`config.mk`:
```
export PLATFORM = sky130hd
export DESIGN_NAME = cam_irq_ctrl
export DESIGN_NICKNAME = d
export VERILOG_FILES = /design/src/rtl/cam_irq_pkg.sv /design/src/rtl/cam_irq_cfg.sv /design/src/rtl/cam_irq_src.sv /design/src/rtl/cam_irq_path.sv /design/src/rtl/cam_irq_ctrl.sv
export SDC_FILE = /design/constraint.sdc
export NUM_CORES = 1
export LEC_CHECK = 0
export BUFFER_PORTS_ARGS = -buffer_cell sky130_fd_sc_hd__buf_2
export CAP_MARGIN = 15
export CORE_AREA = 2 2 39 41
export CTS_CLUSTER_DIAMETER = 200
export DETAILED_ROUTE_END_ITERATION = 7
export DIE_AREA = 0 0 41 43
export PLACE_DENSITY_LB_ADDON = 0.2
export SYNTH_ARGS = -nofsm -noshare
export SYNTH_HDL_FRONTEND = slang
export SYNTH_HIERARCHICAL = 1
export SYNTH_SLANG_ARGS = --single-unit
```
`constraint.sdc`:
```
create_clock -name clk -period 1 [get_ports clk]
set_clock_uncertainty 0.05 [all_clocks]
set_input_delay 0.05 -clock clk [delete_from_list [all_inputs] [get_ports clk]]
set_output_delay 0.05 -clock clk [all_outputs]
set_load 0.1 [all_outputs]
```
`src/rtl/cam_irq_pkg.sv`:
```
package cam_irq_pkg;

  localparam int unsigned PATH_ENC = 0;
  localparam int unsigned PATH_PRV = 1;

  typedef enum logic {
    MODE_EDGE  = 1'b0,
    MODE_LEVEL = 1'b1
  } irq_mode_e;

  // next value of one path's interrupt flop
  function automatic logic irq_next(
    input logic      mode_chg,
    input irq_mode_e mode,
    input logic      raise,
    input logic      clr,
    input logic      cur
  );
    logic nxt;
    if (mode_chg)              nxt = 1'b0;
    else if (mode == MODE_EDGE) nxt = raise;
    else                       nxt = raise | (cur & ~clr);
    return nxt;
  endfunction

  // request source: own event or gated overflow
  function automatic logic raise_of(
    input logic evt,
    input logic ovf,
    input logic ovf_en
  );
    return evt | (ovf & ovf_en);
  endfunction

endpackage

```
`src/rtl/cam_irq_cfg.sv`:
```
module cam_irq_cfg
  import cam_irq_pkg::*;
#(
  parameter int unsigned NUM_PATHS = 2
) (
  input  logic                 clk,
  input  logic                 rst_n,
  input  logic                 cfg_wr,
  input  logic                 cfg_level_mode,
  input  logic                 cfg_ovf_en,
  input  logic [NUM_PATHS-1:0] cfg_clr,
  output irq_mode_e            mode_q,
  output logic                 ovf_en_q,
  output logic                 mode_chg,
  output logic [NUM_PATHS-1:0] clr_pulse
);

  irq_mode_e mode_wr;

  assign mode_wr   = irq_mode_e'(cfg_level_mode);
  assign mode_chg  = cfg_wr && (mode_wr != mode_q);
  // clear bits are never stored: they live only for the write cycle
  assign clr_pulse = cfg_wr ? cfg_clr : '0;

  always_ff @(posedge clk) begin
    if (!rst_n) begin
      mode_q   <= MODE_EDGE;
      ovf_en_q <= 1'b0;
    end else if (cfg_wr) begin
      mode_q   <= mode_wr;
      ovf_en_q <= cfg_ovf_en;
    end
  end

  p_cfg_load_r11: assert property (@(posedge clk) disable iff (!rst_n)
    cfg_wr |=> (mode_q == irq_mode_e'($past(cfg_level_mode))) && (ovf_en_q == $past(cfg_ovf_en)));

  p_cfg_keep_r11: assert property (@(posedge clk) disable iff (!rst_n)
    !cfg_wr |=> $stable(mode_q) && $stable(ovf_en_q));

  p_clr_once_r5: assert property (@(posedge clk) disable iff (!rst_n)
    !cfg_wr |-> (clr_pulse == '0));

endmodule

```
`src/rtl/cam_irq_src.sv`:
```
module cam_irq_src
  import cam_irq_pkg::*;
#(
  parameter int unsigned NUM_PATHS = 2
) (
  input  logic                 clk,
  input  logic                 rst_n,
  input  logic [NUM_PATHS-1:0] path_evt,
  input  logic                 ovf_evt,
  input  logic                 ovf_en_q,
  output logic [NUM_PATHS-1:0] raise
);

  genvar g;
  generate
    for (g = 0; g < NUM_PATHS; g++) begin : g_src
      assign raise[g] = raise_of(path_evt[g], ovf_evt, ovf_en_q);

      p_ovf_gate_r8: assert property (@(posedge clk) disable iff (!rst_n)
        (ovf_evt && !ovf_en_q && !path_evt[g]) |-> !raise[g]);
      p_ovf_pass_r8: assert property (@(posedge clk) disable iff (!rst_n)
        (ovf_evt && ovf_en_q) |-> raise[g]);
    end
  endgenerate

endmodule

```
`src/rtl/cam_irq_path.sv`:
```
module cam_irq_path
  import cam_irq_pkg::*;
(
  input  logic      clk,
  input  logic      rst_n,
  input  irq_mode_e mode_q,
  input  logic      mode_chg,
  input  logic      raise,
  input  logic      clr,
  output logic      irq_q
);

  always_ff @(posedge clk) begin
    if (!rst_n) irq_q <= 1'b0;
    else        irq_q <= irq_next(mode_chg, mode_q, raise, clr, irq_q);
  end

  p_edge_pulse_r2: assert property (@(posedge clk) disable iff (!rst_n)
    (mode_q == MODE_EDGE && !mode_chg && raise) |=> irq_q);
  p_edge_nohold_r2: assert property (@(posedge clk) disable iff (!rst_n)
    (mode_q == MODE_EDGE && !raise) |=> !irq_q);
  p_level_hold_r3: assert property (@(posedge clk) disable iff (!rst_n)
    (mode_q == MODE_LEVEL && !mode_chg && irq_q && !clr) |=> irq_q);
  p_level_clear_r4: assert property (@(posedge clk) disable iff (!rst_n)
    (mode_q == MODE_LEVEL && clr && !raise) |=> !irq_q);
  p_event_wins_r7: assert property (@(posedge clk) disable iff (!rst_n)
    (mode_q == MODE_LEVEL && !mode_chg && raise && clr) |=> irq_q);
  p_mode_flush_r9: assert property (@(posedge clk) disable iff (!rst_n)
    mode_chg |=> !irq_q);

endmodule

```
`src/rtl/cam_irq_ctrl.sv`:
```
module cam_irq_ctrl
  import cam_irq_pkg::*;
#(
  parameter int unsigned NUM_PATHS = 2
) (
  input  logic                 clk,
  input  logic                 rst_n,
  input  logic                 cfg_wr,
  input  logic                 cfg_level_mode,
  input  logic                 cfg_ovf_en,
  input  logic [NUM_PATHS-1:0] cfg_clr,
  input  logic [NUM_PATHS-1:0] path_evt,
  input  logic                 ovf_evt,
  output logic [NUM_PATHS-1:0] irq
);

  irq_mode_e            mode_q;
  logic                 ovf_en_q;
  logic                 mode_chg;
  logic [NUM_PATHS-1:0] clr_pulse;
  logic [NUM_PATHS-1:0] raise;

  cam_irq_cfg #(.NUM_PATHS(NUM_PATHS)) u_cfg (
    .clk           (clk),
    .rst_n         (rst_n),
    .cfg_wr        (cfg_wr),
    .cfg_level_mode(cfg_level_mode),
    .cfg_ovf_en    (cfg_ovf_en),
    .cfg_clr       (cfg_clr),
    .mode_q        (mode_q),
    .ovf_en_q      (ovf_en_q),
    .mode_chg      (mode_chg),
    .clr_pulse     (clr_pulse)
  );

  cam_irq_src #(.NUM_PATHS(NUM_PATHS)) u_src (
    .clk     (clk),
    .rst_n   (rst_n),
    .path_evt(path_evt),
    .ovf_evt (ovf_evt),
    .ovf_en_q(ovf_en_q),
    .raise   (raise)
  );

  genvar g;
  generate
    for (g = 0; g < NUM_PATHS; g++) begin : g_path
      cam_irq_path u_path (
        .clk     (clk),
        .rst_n   (rst_n),
        .mode_q  (mode_q),
        .mode_chg(mode_chg),
        .raise   (raise[g]),
        .clr     (clr_pulse[g]),
        .irq_q   (irq[g])
      );
    end
  endgenerate

  p_ovf_both_r8: assert property (@(posedge clk) disable iff (!rst_n)
    (ovf_evt && ovf_en_q && !mode_chg) |=> (irq == {NUM_PATHS{1'b1}}));

  p_reset_idle_r1: assert property (@(posedge clk)
    !rst_n |=> (irq == '0) && (mode_q == MODE_EDGE) && !ovf_en_q);

endmodule

```
Yosys cells after proc, flatten, opt, wreduce, memory -nomap -nowiden
Cells that the tools add are included.
{"block": "totals", "reg_bits": 4, "inputBits": 10, "out_inout_bits": 2}
{"block": "classes", "eq_ne": 1, "muxes": 3, "n_bitwise": 10, "reduce_logical": 2}
{"operator": "$or 1x1->1", "count": 4}
{"operator": "$and 1x1->1", "count": 3}
{"operator": "$not 1->1", "count": 3}
{"operator": "$mux 1", "count": 2}
{"operator": "$mux 2", "count": 1}
{"operator": "$reduce_or 2->1", "count": 1}
{"operator": "$logic_and 1x1->1", "count": 1}
{"operator": "$ne 1x1->1", "count": 1}

Logic depth before layout (Yosys ltp)
Gate-level depths: netlist of the first run.
{"block": "logic_depth", "ltp_word": 5, "mapped_depth": 4}

By module
Netlist of the first run, hierarchy kept.
{"mod": "cam_irq_cfg", "instances": 1, "cells_each": 10, "area_each_um2": 103.8, "seq_area_each_um2": 40.0}
{"mod": "cam_irq_path", "instances": 2, "cells_each": 5, "area_each_um2": 42.5, "seq_area_each_um2": 20.0}
{"mod": "cam_irq_src", "instances": 1, "cells_each": 2, "area_each_um2": 15.0, "seq_area_each_um2": 0.0}

Least setup slack after synthesis of the first run
No wires, ideal clock.
{"block": "synth_timing", "kind": "register to register", "from": "reg g_path[0].u_path.irq_q", "to": "reg g_path[0].u_path.irq_q", "t_arrival_ps": 1211, "setup_slack_ps": -332, "stages_incl_launch_ff": 3, "path_buffers": 0, "period_less_slack_ps": 1332, "path_cell_list": "dfxtp_1 nand3b_1 a21oi_1"}
{"block": "synth_via", "elab_chain_cells": 3}
{"item": "from (decl)", "line": "cam_irq_path.sv:10", "rtl": "output logic irq_q"}
{"item": "from (signal assigned)", "line": "cam_irq_path.sv:15", "rtl": "else irq_q <= irq_next(mode_chg, mode_q, raise, clr, irq_q);"}
{"item": "$and 1x1->1", "line": "cam_irq_pkg.sv:22", "rtl": "else nxt = raise | (cur & ~clr);"}
{"item": "$or 1x1->1", "line": "cam_irq_pkg.sv:22"}
{"item": "$mux 1", "line": "cam_irq_pkg.sv:21", "rtl": "else if (mode == MODE_EDGE) nxt = raise;"}
Every way passes these cells.
A chain may end at the register's enable or synchronous reset.

Final worst setup path of the first run
{"block": "layout_timing", "from": "reg u_cfg.mode_q", "to": "reg g_path[0].u_path.irq_q"}
{"block": "layout_via", "elab_chain_cells": 3, "elab_cells_between_ends": 4, "cone_classes": "1 x eq/ne; 1 x mux; 2 x reduce/logical"}
{"item": "from (decl)", "line": "cam_irq_cfg.sv:12", "rtl": "output irq_mode_e mode_q,"}
{"item": "from (signal assigned)", "line": "cam_irq_cfg.sv:30", "rtl": "mode_q <= mode_wr;"}
{"item": "$ne 1x1->1", "line": "cam_irq_cfg.sv:21", "rtl": "assign mode_chg = cfg_wr && (mode_wr != mode_q);"}
{"item": "$logic_and 1x1->1", "line": "cam_irq_cfg.sv:21"}
{"item": "named net mode_chg", "line": "cam_irq_ctrl.sv:19", "rtl": "logic mode_chg;"}
{"item": "$reduce_or 2->1 (no source line)"}
The timed path passes the listed nets, and every way through them passes these cells.

==> impl_metrics.ini, run 1 <==
[final_layout]
layout-drive-gt1-share_pct = 59.0
syn2layout_area_growth_pct = 83.4
highest_count_cells_in_the_layout_ignoring_fill_and_taps = 9 x sky130_fd_sc_hd__buf_2, 3 x sky130_fd_sc_hd__clkbuf_4
finalNonFillerCells = 55
layout_commonest_cell = sky130_fd_sc_hd__buf_2
final_net_count = 50
final_core_utilization_pct = 27.0
n_antenna_cell = 0
fillerInstances = 164

[route]
final_antenna_net_count = 0
met3WireLength_um = 51
drt-total-wl_um = 499
route.detailed.drc = 0
wl_met2_um = 242
vias = 215
highest_metal_used = met3
wl_met1_um = 205
drt-vias-per-instance = 3.91
wl_per_cell_um = 9.07
first_pass_iters = 3
dr.first_iter.drc_count = 5

[worst_hold_path]
timing.hold.worst_endpoint = u_cfg/ovf_en_q
hp-class = input pin to flip-flop
min_delay_path_depth = 3
hold_path.startpoint = cfg_ovf_en

[sta]
rsz0062_at_grt = no
finalCritPeriodShare_pct = 95.7
maxSlewViolCount = 0
setup_viol = 0
maxSlewHeadroom_pct = 91.8
timing.final.crit_period_ns = 0.957
setup_slack_ns = 0.0433
finalHoldViolations = 0
setup_tns_ns = 0
tightest_slew_ns = 0.120
timing.fmax_mhz = 1050

[synth]
synth_area_leaders = sky130_fd_sc_hd__dfxtp_1 39%, sky130_fd_sc_hd__and2_2 11%, sky130_fd_sc_hd__mux2i_1 9.8%, sky130_fd_sc_hd__a21o_1 7.4%, sky130_fd_sc_hd__nand3b_1 7.4%
synth_largest_type_area_fraction_pct = 39.3
postSynthNetCount = 32
synth.lib_cells_used.distinct = 10
synth-seq-area-share_pct = 39.3
average_footprint_of_a_synthesized_cell_um2 = 9.27
synth_area_leader_cell = sky130_fd_sc_hd__dfxtp_1
syn_area_um2 = 204
postSynthRegisterBits = 4
ys.warnings.count = 6
synthesis.instances = 22

[grt]
grt.total_usage_pct = 8.13
grt_antenna_before_repair = 0
via_count_of_the_first_global_routing_pass = 220
grt_pass1_wl_um = 876
grt_overflow = 0
grt_max_degree = 6

[power_and_ir_drop]
leakagePower_nw = 0.183
report.power.total_uw = 542
peak_vdd_ir_uv = 555
clock_power_share_pct = 41.0
share_of_total_power_in_sequential_cells_pct = 33.2
p_switching_uw = 153
pwr-share-comb_pct = 25.8
p_int_uw = 389
power.density_nw_per_um2 = 1450
swShare_pct = 28.3

[clock_network]
tritoncts_num_sinks = 4
ctsHtreeMaxLevel = 1
clkSlewWorstSetupHoldPaths_ns = 0.05
clk-insertion-delay-late_ns = 0.24
clockRootBuffer = sky130_fd_sc_hd__clkbuf_4
cts.repair_timing.setup_buffer_count = 0
tritoncts.num_buffers = 3
cts_tree = built
clockBufferDepth = 2

[die]
die_area_um2 = 1760
num_io_pins = 12
die_h_um = 43
die-width_um = 41
num_rows = 14
core_area_um2 = 1380
floorplan.initialDensity_pct = 14.7

[critical_path]
critical_path_class = flip-flop to flip-flop
r2r.worst_path.cells = 4
worst_ep_required_time_ns = 1.12
timing.rr.start = u_cfg/mode_q
reg2reg_setup_slack_ns = 0.04
setup.worst_path.start_class = flip-flop
cp_cell_sequence = xor2_1 > and2_4 > nand2b_1 > a21oi_1
reg2reg_to = g_path[0].u_path/irq_q
slowest_stage = sky130_fd_sc_hd__dfxtp_2
worst-endpoint-arrival_ns = 1.08
worstPathMaxFanout = 2
end_kind = flip-flop
worst_path_largest_cell_delay_ns = 0.31

[placed_design]
detailedPlace.worstSlack_ns = 0.00593
gp_congestion = 0.575
place.detailed.instances = 50
io_buffer_count = 11

[job]
drv_cap = 0

[run_status]
run_status = complete, no violations
## layer usage
layer	up-vias	global-route usage, %
met5	-	0
li1	106	-
met1	99	8.36
met2	10	10.6
met3	0	6.28
met4	0	6.00
## what timing repair did
action,CTS,global route
hold buffers,1,0
gates resized for setup,0,4
hold endpoints to repair,2,0
endpoints found under the setup margin,0,2
## Yosys cell counts, drive strengths merged
master	n
dfxtp	4
and2	3
a21o	2
a21oi	2
inv	2
mux2i	2
nand2b	2
nand3b	2
nor2b	2
xor2	1
## registers in the layout (all words and copies together), names as in the netlist
register	flops
g_path.u_path/irq_q	2
u_cfg/ovf_en_q	1
u_cfg/mode_q	1
## worst max-delay path: cells and delay by family (launching register included)
family                    cells  cell delay, ns
and+or+nand+nor               2            0.28
AOI/OAI and AO/OA             1            0.10
DFF                           1            0.31
xor gates and xnor gates      1            0.15
## how the worst max path moves through the flow
stage | from | to | slack [ns] | cells past startpoint
6_report | u_cfg/mode_q | g_path[0].u_path/irq_q | 0.04 | 4
5_1_grt | u_cfg/mode_q | g_path[0].u_path/irq_q | 0.002 | 4
4_1_cts | u_cfg/mode_q | g_path[1].u_path/irq_q | 0.02 | 4
3_5_place_dp | u_cfg/mode_q | g_path[1].u_path/irq_q | 0.006 | 4
3_3_place_gp | u_cfg/mode_q | g_path[0].u_path/irq_q | 0.02 | 4
2_1_floorplan | u_cfg/mode_q | g_path[0].u_path/irq_q | 0.02 | 4
## layout make-up
class	instances	area [um2]	share of cell area [%]
clock buffer	4	26.3	7.02
timing repair buffer	13	103	27.4
tap	16	20.0	5.35
multi-input combinational	16	129	34.4
inverter	2	7.51	2.01
sequential	4	88.8	23.7
## cells by family after synthesis
logic type                count (synthesis)  share of synthesized area, %
and+or+nand+nor                           9                          30.7
AOI/OAI and AO/OA                         4                          12.3
DFF                                       4                          39.3
muxes                                     2                          9.82
buffers and inverters                     2                          3.68
xor gates and xnor gates                  1                          4.30
## power groups by stage
stage               combinational [mW]  sequential [mW]  clock, mW
floorplan                       0.0308            0.222          0
global placement                 0.126            0.181          0
detailed placement               0.128            0.182          0
CTS                              0.132            0.179      0.240
global route                     0.151            0.181      0.252
finish                           0.140            0.180      0.222
## stage by stage
| step | hold WS (ns) | cell area (um2) |
|---|---|---|
| 6_report | 0.0313 | 374 |
| 3_3_place_gp | 0.261 | 324 |
| 3_5_place_dp | 0.262 | 324 |
| 2_1_floorplan | 0.119 | 211 |
| 5_1_grt | 0.0487 | 374 |
| 4_1_cts | 0.0276 | 360 |
Note: power is estimated with default switching activity, not from simulation.
==> run 2, diff against run 1 <==
--- a/config.mk
+++ b/config.mk
@@ -14,5 +14,4 @@
 export PLACE_DENSITY_LB_ADDON = 0.2
 export SYNTH_ARGS = -nofsm -noshare
 export SYNTH_HDL_FRONTEND = slang
-export SYNTH_HIERARCHICAL = 1
 export SYNTH_SLANG_ARGS = --single-unit
==> run 2 against run 1 <==
Effect of this change:
- cell count fell by 11%
- area after synthesis fell by 8.6%
- non-clock buffer count fell by 2
- via count fell by 15%
- sequential share of layout area rose by 3.0 points
- design area fell by 20%
- total power fell by 9.0%
- critical path type is now flip-flop to output pin
- largest cell class unchanged
- largest power group unchanged
==> impl_metrics.ini, run 2 <==
[run_status]
run_status = complete, no violations

[clock_network]
post_cts_hold_buffer_count = 0
ctsResizeCount = 0
cts.repair_timing.setup_buffer_count = 0
clkSlewWorstSetupHoldPaths_ns = 0.04
clockBufferDepth = 2
clk-insertion-delay-late_ns = 0.23
ctsHtreeMaxLevel = 1
tritoncts.num_buffers = 3
clockRootBuffer = sky130_fd_sc_hd__clkbuf_4
cts_tree = built
tritoncts_num_sinks = 4

[synth]
postSynthNetCount = 31
share_of_flip_flops_with_an_asynchronous_set_or_reset_after_synthesis_pct = 0
synth-seq-area-share_pct = 43.0
synth_edf_count = 0
synth_area_leaders = sky130_fd_sc_hd__dfxtp_1 43%, sky130_fd_sc_hd__a21oi_1 11%, sky130_fd_sc_hd__mux2i_1 11%, sky130_fd_sc_hd__buf_4 8.1%, sky130_fd_sc_hd__nor2b_1 6.7%
syn_area_um2 = 186
synth_area_leader_cell = sky130_fd_sc_hd__dfxtp_1
postSynthRegisterBits = 4
synthesis.instances = 21
synth.lib_cells_used.distinct = 10
average_footprint_of_a_synthesized_cell_um2 = 8.88
synth-main-ff-cell = sky130_fd_sc_hd__dfxtp_1
synth_largest_type_area_fraction_pct = 43.0
ys_top_cells_by_count = 4 x sky130_fd_sc_hd__a21oi_1, 4 x sky130_fd_sc_hd__dfxtp_1
ys.warnings.count = 0

[die]
floorplan.initialDensity_pct = 13.5
die_h_um = 43
num_io_pins = 12
die-width_um = 41
num_rows = 14
die_area_um2 = 1760
core_area_um2 = 1380

[route]
dr.first_iter.drc_count = 4
first_pass_iters = 2
route.detailed.drc = 0
vias = 183
drt-total-wl_um = 435
final_antenna_net_count = 0
wl_per_cell_um = 8.88
drt-vias-per-instance = 3.73

[power_and_ir_drop]
p_switching_uw = 139
share_of_total_power_in_sequential_cells_pct = 37.0
leakagePower_nw = 0.135
clock_power_share_pct = 39.6
peak_vdd_ir_uv = 868
swShare_pct = 28.2
power.density_nw_per_um2 = 1650
pwr-share-comb_pct = 23.3
p_int_uw = 354

[worst_hold_path]
hp-class = input pin to flip-flop
hold_path.startpoint = rst_n

[critical_path]
end_kind = output pin
worstPathMaxFanout = 2
worst_path_largest_cell_delay_ns = 0.37
worst_ep_required_time_ns = 0.90
critical_path_class = flip-flop to output pin
cp_cell_sequence = buf_12
timing.critical_path.from = g_path[1].u_path.irq_q
timing.rr.start = u_cfg.mode_q
cpLargestDelayFamily = flip-flops
timing.critical_path.buf_inv = 1
setup.worst_path.start_class = flip-flop
worst-endpoint-arrival_ns = 0.79
slowest_stage = sky130_fd_sc_hd__dfxtp_1

[final_layout]
largest_register_ffs = 2
layout-drive-gt1-share_pct = 45.5
syn2layout_area_growth_pct = 60.4
final_net_count = 45
highest_count_cells_in_the_layout_ignoring_fill_and_taps = 9 x sky130_fd_sc_hd__buf_2, 4 x sky130_fd_sc_hd__a21oi_1, 4 x sky130_fd_sc_hd__dfxtp_1, 3 x sky130_fd_sc_hd__clkbuf_4
finalNonFillerCells = 49
fillerInstances = 148
n_antenna_cell = 0
postLayoutCellArea_um2 = 299
largest_register = g_path.u_path.irq_q
layout_commonest_cell = sky130_fd_sc_hd__buf_2
largestRegisters = g_path.u_path.irq_q x2, u_cfg.mode_q x1, u_cfg.ovf_en_q x1

[placed_design]
io_buffer_count = 11
placed_cell_area_um2 = 277
place.detailed.instances = 46
detailed_place_hpwl_um = 353
gp_congestion = 0.624

[grt]
grt_max_degree = 6
grt_overflow = 0
grt.total_usage_pct = 6.63
via_count_of_the_first_global_routing_pass = 165
grt_pass1_wl_um = 662
grt_antenna_before_repair = 0

[sta]
setup_tns_ns = 0
tightest_slew_ns = 0.184
finalCritPeriodShare_pct = 89.5
timing.final.crit_period_ns = 0.895
finalHoldViolations = 0
maxSlewViolCount = 0
rsz0062_at_grt = no
timing.fmax_mhz = 1120
setup_viol = 0
maxSlewHeadroom_pct = 87.6

[job]
drv_cap = 0
==> run 2: changes by cell type after synthesis, moves of 2 or more <==
cell                       previous run  this run
sky130_fd_sc_hd__and2_2               3         0
sky130_fd_sc_hd__nand2b_1             2         0
sky130_fd_sc_hd__a21o_1               2         0
sky130_fd_sc_hd__buf_4                0         2
sky130_fd_sc_hd__a21oi_1              2         4
sky130_fd_sc_hd__nand3b_1             2         0
sky130_fd_sc_hd__nand3_1              0         2
sky130_fd_sc_hd__nand2_1              0         2
==> run 2: layout make-up <==
class | count | area [um2] | share of cell area [%]
tap | 16 | 20.0 | 6.69
multi-input combinational | 14 | 87.6 | 29.3
sequential | 4 | 80.1 | 26.8
clock buffer | 3 | 22.5 | 7.53
timing repair buffer | 11 | 85.1 | 28.5
inverter | 1 | 3.75 | 1.26
==> run 2: logic make-up (layout without fill, tap and decap cells) <==
family                    Yosys count  count (layout)  share of synthesized area, %
xor gates and xnor gates            1               1                          4.70
AOI/OAI and AO/OA                   5               5                          15.4
and+or+nand+nor                     6               6                          16.1
muxes                               2               2                          10.7
DFF                                 4               4                          43.0
buffers and inverters               3              15                          10.1
==> run 2: power groups by stage <==
| stage | clock network, mW | registers, mW | logic [mW] |
|---|---|---|---|
| final | 0.195 | 0.183 | 0.115 |
| after global routing | 0.223 | 0.185 | 0.122 |
| after CTS | 0.209 | 0.183 | 0.116 |
| after detailed placement | 0 | 0.185 | 0.116 |
| after global placement | 0 | 0.184 | 0.113 |
| after floorplan | 0 | 0.179 | 0.0753 |
==> run 2: worst paths after layout <==
| kind | slack, ns | cells past startpoint | endpoint |
|---|---|---|---|
| setup / recovery | 0.11 | 1 | irq[1] |
| hold / removal | 0.02 | 2 | u_cfg.ovf_en_q |
| setup reg to reg | 0.14 | 3 | g_path[1].u_path.irq_q |
| hold reg to reg | 0.46 | 2 | g_path[0].u_path.irq_q |
==> run 2: routing by layer <==
| metal | track usage, % | vias to the layer above | share of wire, % |
|---|---|---|---|
| li1 | - | 94 | - |
| met1 | 6.43 | 74 | 45 |
| met2 | 7.81 | 15 | 33 |
| met3 | 9.42 | 0 | 22 |
| met4 | 2.00 | 0 | 0 |
| met5 | 0 | - | 0 |
==> run 2: through the flow <==
step	hold WS [ns]	utilization [%]	power [mW]	worst slack [ns]
3_5_place_dp	0.259	20.0	0.301	0.115
4_1_cts	0.0132	21.6	0.508	0.0915
3_3_place_gp	0.246	20.0	0.297	0.184
5_1_grt	0.0132	21.6	0.530	0.0368
2_1_floorplan	0.126	-	0.255	0.227
6_report	0.0214	21.6	0.493	0.105
==> run 3, diff against run 2 <==
--- a/config.mk
+++ b/config.mk
@@ -7,10 +7,10 @@
 export LEC_CHECK = 0
 export BUFFER_PORTS_ARGS = -buffer_cell sky130_fd_sc_hd__buf_2
 export CAP_MARGIN = 15
-export CORE_AREA = 2 2 39 41
+export CORE_AREA = 4 4 41 43
 export CTS_CLUSTER_DIAMETER = 200
 export DETAILED_ROUTE_END_ITERATION = 7
-export DIE_AREA = 0 0 41 43
+export DIE_AREA = 0 0 45 47
 export PLACE_DENSITY_LB_ADDON = 0.2
 export SYNTH_ARGS = -nofsm -noshare
 export SYNTH_HDL_FRONTEND = slang
==> run 3 against run 2 <==
Effect of this change:
- total power fell by 0.16%
- cell count fell by 2.0%
- design area fell by 0.42%
- clock-buffer cell count did not move
- non-clock buffer count did not move
- combinational power barely moved
- largest power group unchanged
- highest routed layer unchanged
==> impl_metrics.ini, run 3 (synthesis results as in run 2) <==
[route]
vias = 169
route.detailed.drc = 0
final_antenna_net_count = 0
first_pass_iters = 1
dr.first_iter.drc_count = 0
wl_per_cell_um = 8.67
drt-vias-per-instance = 3.52
drt-total-wl_um = 416

[power_and_ir_drop]
swShare_pct = 28.1
power.density_nw_per_um2 = 1650
report.power.total_uw = 493
p_int_uw = 354
clock_power_share_pct = 39.9
peak_vdd_ir_uv = 592
share_of_total_power_in_sequential_cells_pct = 37.0
p_switching_uw = 138
pwr-share-comb_pct = 23.2
leakagePower_nw = 0.135

[critical_path]
worst_ep_required_time_ns = 0.90
worstPathMaxFanout = 2
worst_path_largest_cell_delay_ns = 0.37
worst-endpoint-arrival_ns = 0.79
critical_path_class = flip-flop to output pin
reg2reg_setup_slack_ns = 0.17
setup.worst_path.start_class = flip-flop
r2r.worst_path.cells = 3
cpLargestDelayFamily = flip-flops
cp_cell_sequence = buf_12
end_kind = output pin
timing.critical_path.buf_inv = 1
timing.rr.start = u_cfg.mode_q
reg2reg_to = g_path[1].u_path.irq_q
slowest_stage = sky130_fd_sc_hd__dfxtp_1

[clock_network]
clk-insertion-delay-late_ns = 0.23
cts.repair_timing.setup_buffer_count = 0
clockBufferDepth = 2
clkSlewWorstSetupHoldPaths_ns = 0.04
post_cts_hold_buffer_count = 0
ctsResizeCount = 0
tritoncts.num_buffers = 3
clockRootBuffer = sky130_fd_sc_hd__clkbuf_4
tritoncts_num_sinks = 4
ctsHtreeMaxLevel = 1
cts_tree = built

[die]
num_io_pins = 12
die-width_um = 45
core_area_um2 = 1300
num_rows = 13
die_h_um = 47
floorplan.initialDensity_pct = 14.3
die_area_um2 = 2120

[final_layout]
syn2layout_area_growth_pct = 59.7
highest_count_cells_in_the_layout_ignoring_fill_and_taps = 9 x sky130_fd_sc_hd__buf_2, 4 x sky130_fd_sc_hd__a21oi_1, 4 x sky130_fd_sc_hd__dfxtp_1, 3 x sky130_fd_sc_hd__clkbuf_4
layout-drive-gt1-share_pct = 45.5
layout_commonest_cell = sky130_fd_sc_hd__buf_2
final_net_count = 45
largest_register_ffs = 2
largestRegisters = g_path.u_path.irq_q x2, u_cfg.mode_q x1, u_cfg.ovf_en_q x1
postLayoutCellArea_um2 = 298
n_antenna_cell = 0
largest_register = g_path.u_path.irq_q
fillerInstances = 148

[sta]
setup_viol = 0
hold-worst-slack_ns = 0.0249
rsz0062_at_grt = no
timing.fmax_mhz = 1130
timing.final.crit_period_ns = 0.887
finalHoldViolations = 0
maxSlewHeadroom_pct = 91.3
setup_tns_ns = 0
maxSlewViolCount = 0
tightest_slew_ns = 0.127
setup_slack_ns = 0.113
finalCritPeriodShare_pct = 88.7

[placed_design]
placed_cell_area_um2 = 275
io_buffer_count = 11
gp_congestion = 0.702
detailedPlace.worstSlack_ns = 0.162

[worst_hold_path]
hold_path.startpoint = rst_n
hp-class = input pin to flip-flop
timing.hold.worst_endpoint = u_cfg.mode_q
min_delay_path_depth = 2

[grt]
grt_pass1_wl_um = 745
grt_antenna_before_repair = 0
grt.total_usage_pct = 5.45
via_count_of_the_first_global_routing_pass = 195
grt_max_degree = 6
grt_overflow = 0

[run_status]
run_status = complete, no violations

[job]
drv_cap = 0
## run 3: cell counts in the layout (fill, tap and decap cells not counted)
Identical to the previous run, type by type.
## run 3: worst max-delay path by stage
stage / start / to / slack, ns / cells after the start
finish: g_path[0].u_path.irq_q / irq[0] / 0.11 / 1
global route: g_path[1].u_path.irq_q / irq[1] / 0.07 / 1
CTS: g_path[0].u_path.irq_q / irq[0] / 0.1 / 1
detailed placement: u_cfg.mode_q / g_path[1].u_path.irq_q / 0.16 / 3
global placement: u_cfg.mode_q / g_path[0].u_path.irq_q / 0.18 / 3
floorplan: u_cfg.mode_q / g_path[0].u_path.irq_q / 0.23 / 3
## run 3: per-stage QoR
stage	util [%]	cells
after floorplan	-	21
after global placement	21.2	45
after detailed placement	21.2	45
after CTS	22.9	48
after global routing	22.9	48
final	22.9	48
## run 3: final cells by class
class | instances | area [um2] | area share (%)
Sequential cell | 4 | 80.1 | 26.9
Inverter | 1 | 3.75 | 1.26
Timing Repair Buffer | 11 | 85.1 | 28.6
Tap cell | 15 | 18.8 | 6.30
Clock buffer | 3 | 22.5 | 7.56
Multi-Input combinational cell | 14 | 87.6 | 29.4
## run 3: power by group through the flow
stage	sequential, mW	clock [mW]	combinational, mW
3_3_place_gp	0.184	0	0.114
5_1_grt	0.183	0.234	0.121
4_1_cts	0.182	0.207	0.116
3_5_place_dp	0.185	0	0.115
6_report	0.182	0.196	0.114
2_1_floorplan	0.179	0	0.0753
## run 3: worst register-to-register path, delay by kind of cell (launching register included)
family          cells  cell delay, ns
xor+xnor            1            0.10
compound gates      2            0.19
flops               1            0.38
## run 3: routing by layer
metal	global-route usage (%)	routed length, um	share of wire [%]	vias up
met5	0	0	0	-
li1	-	-	-	94
met1	5.67	213	51	66
met3	6.13	59	14	0
met4	3.51	0	0	0
met2	6.21	143	34	9
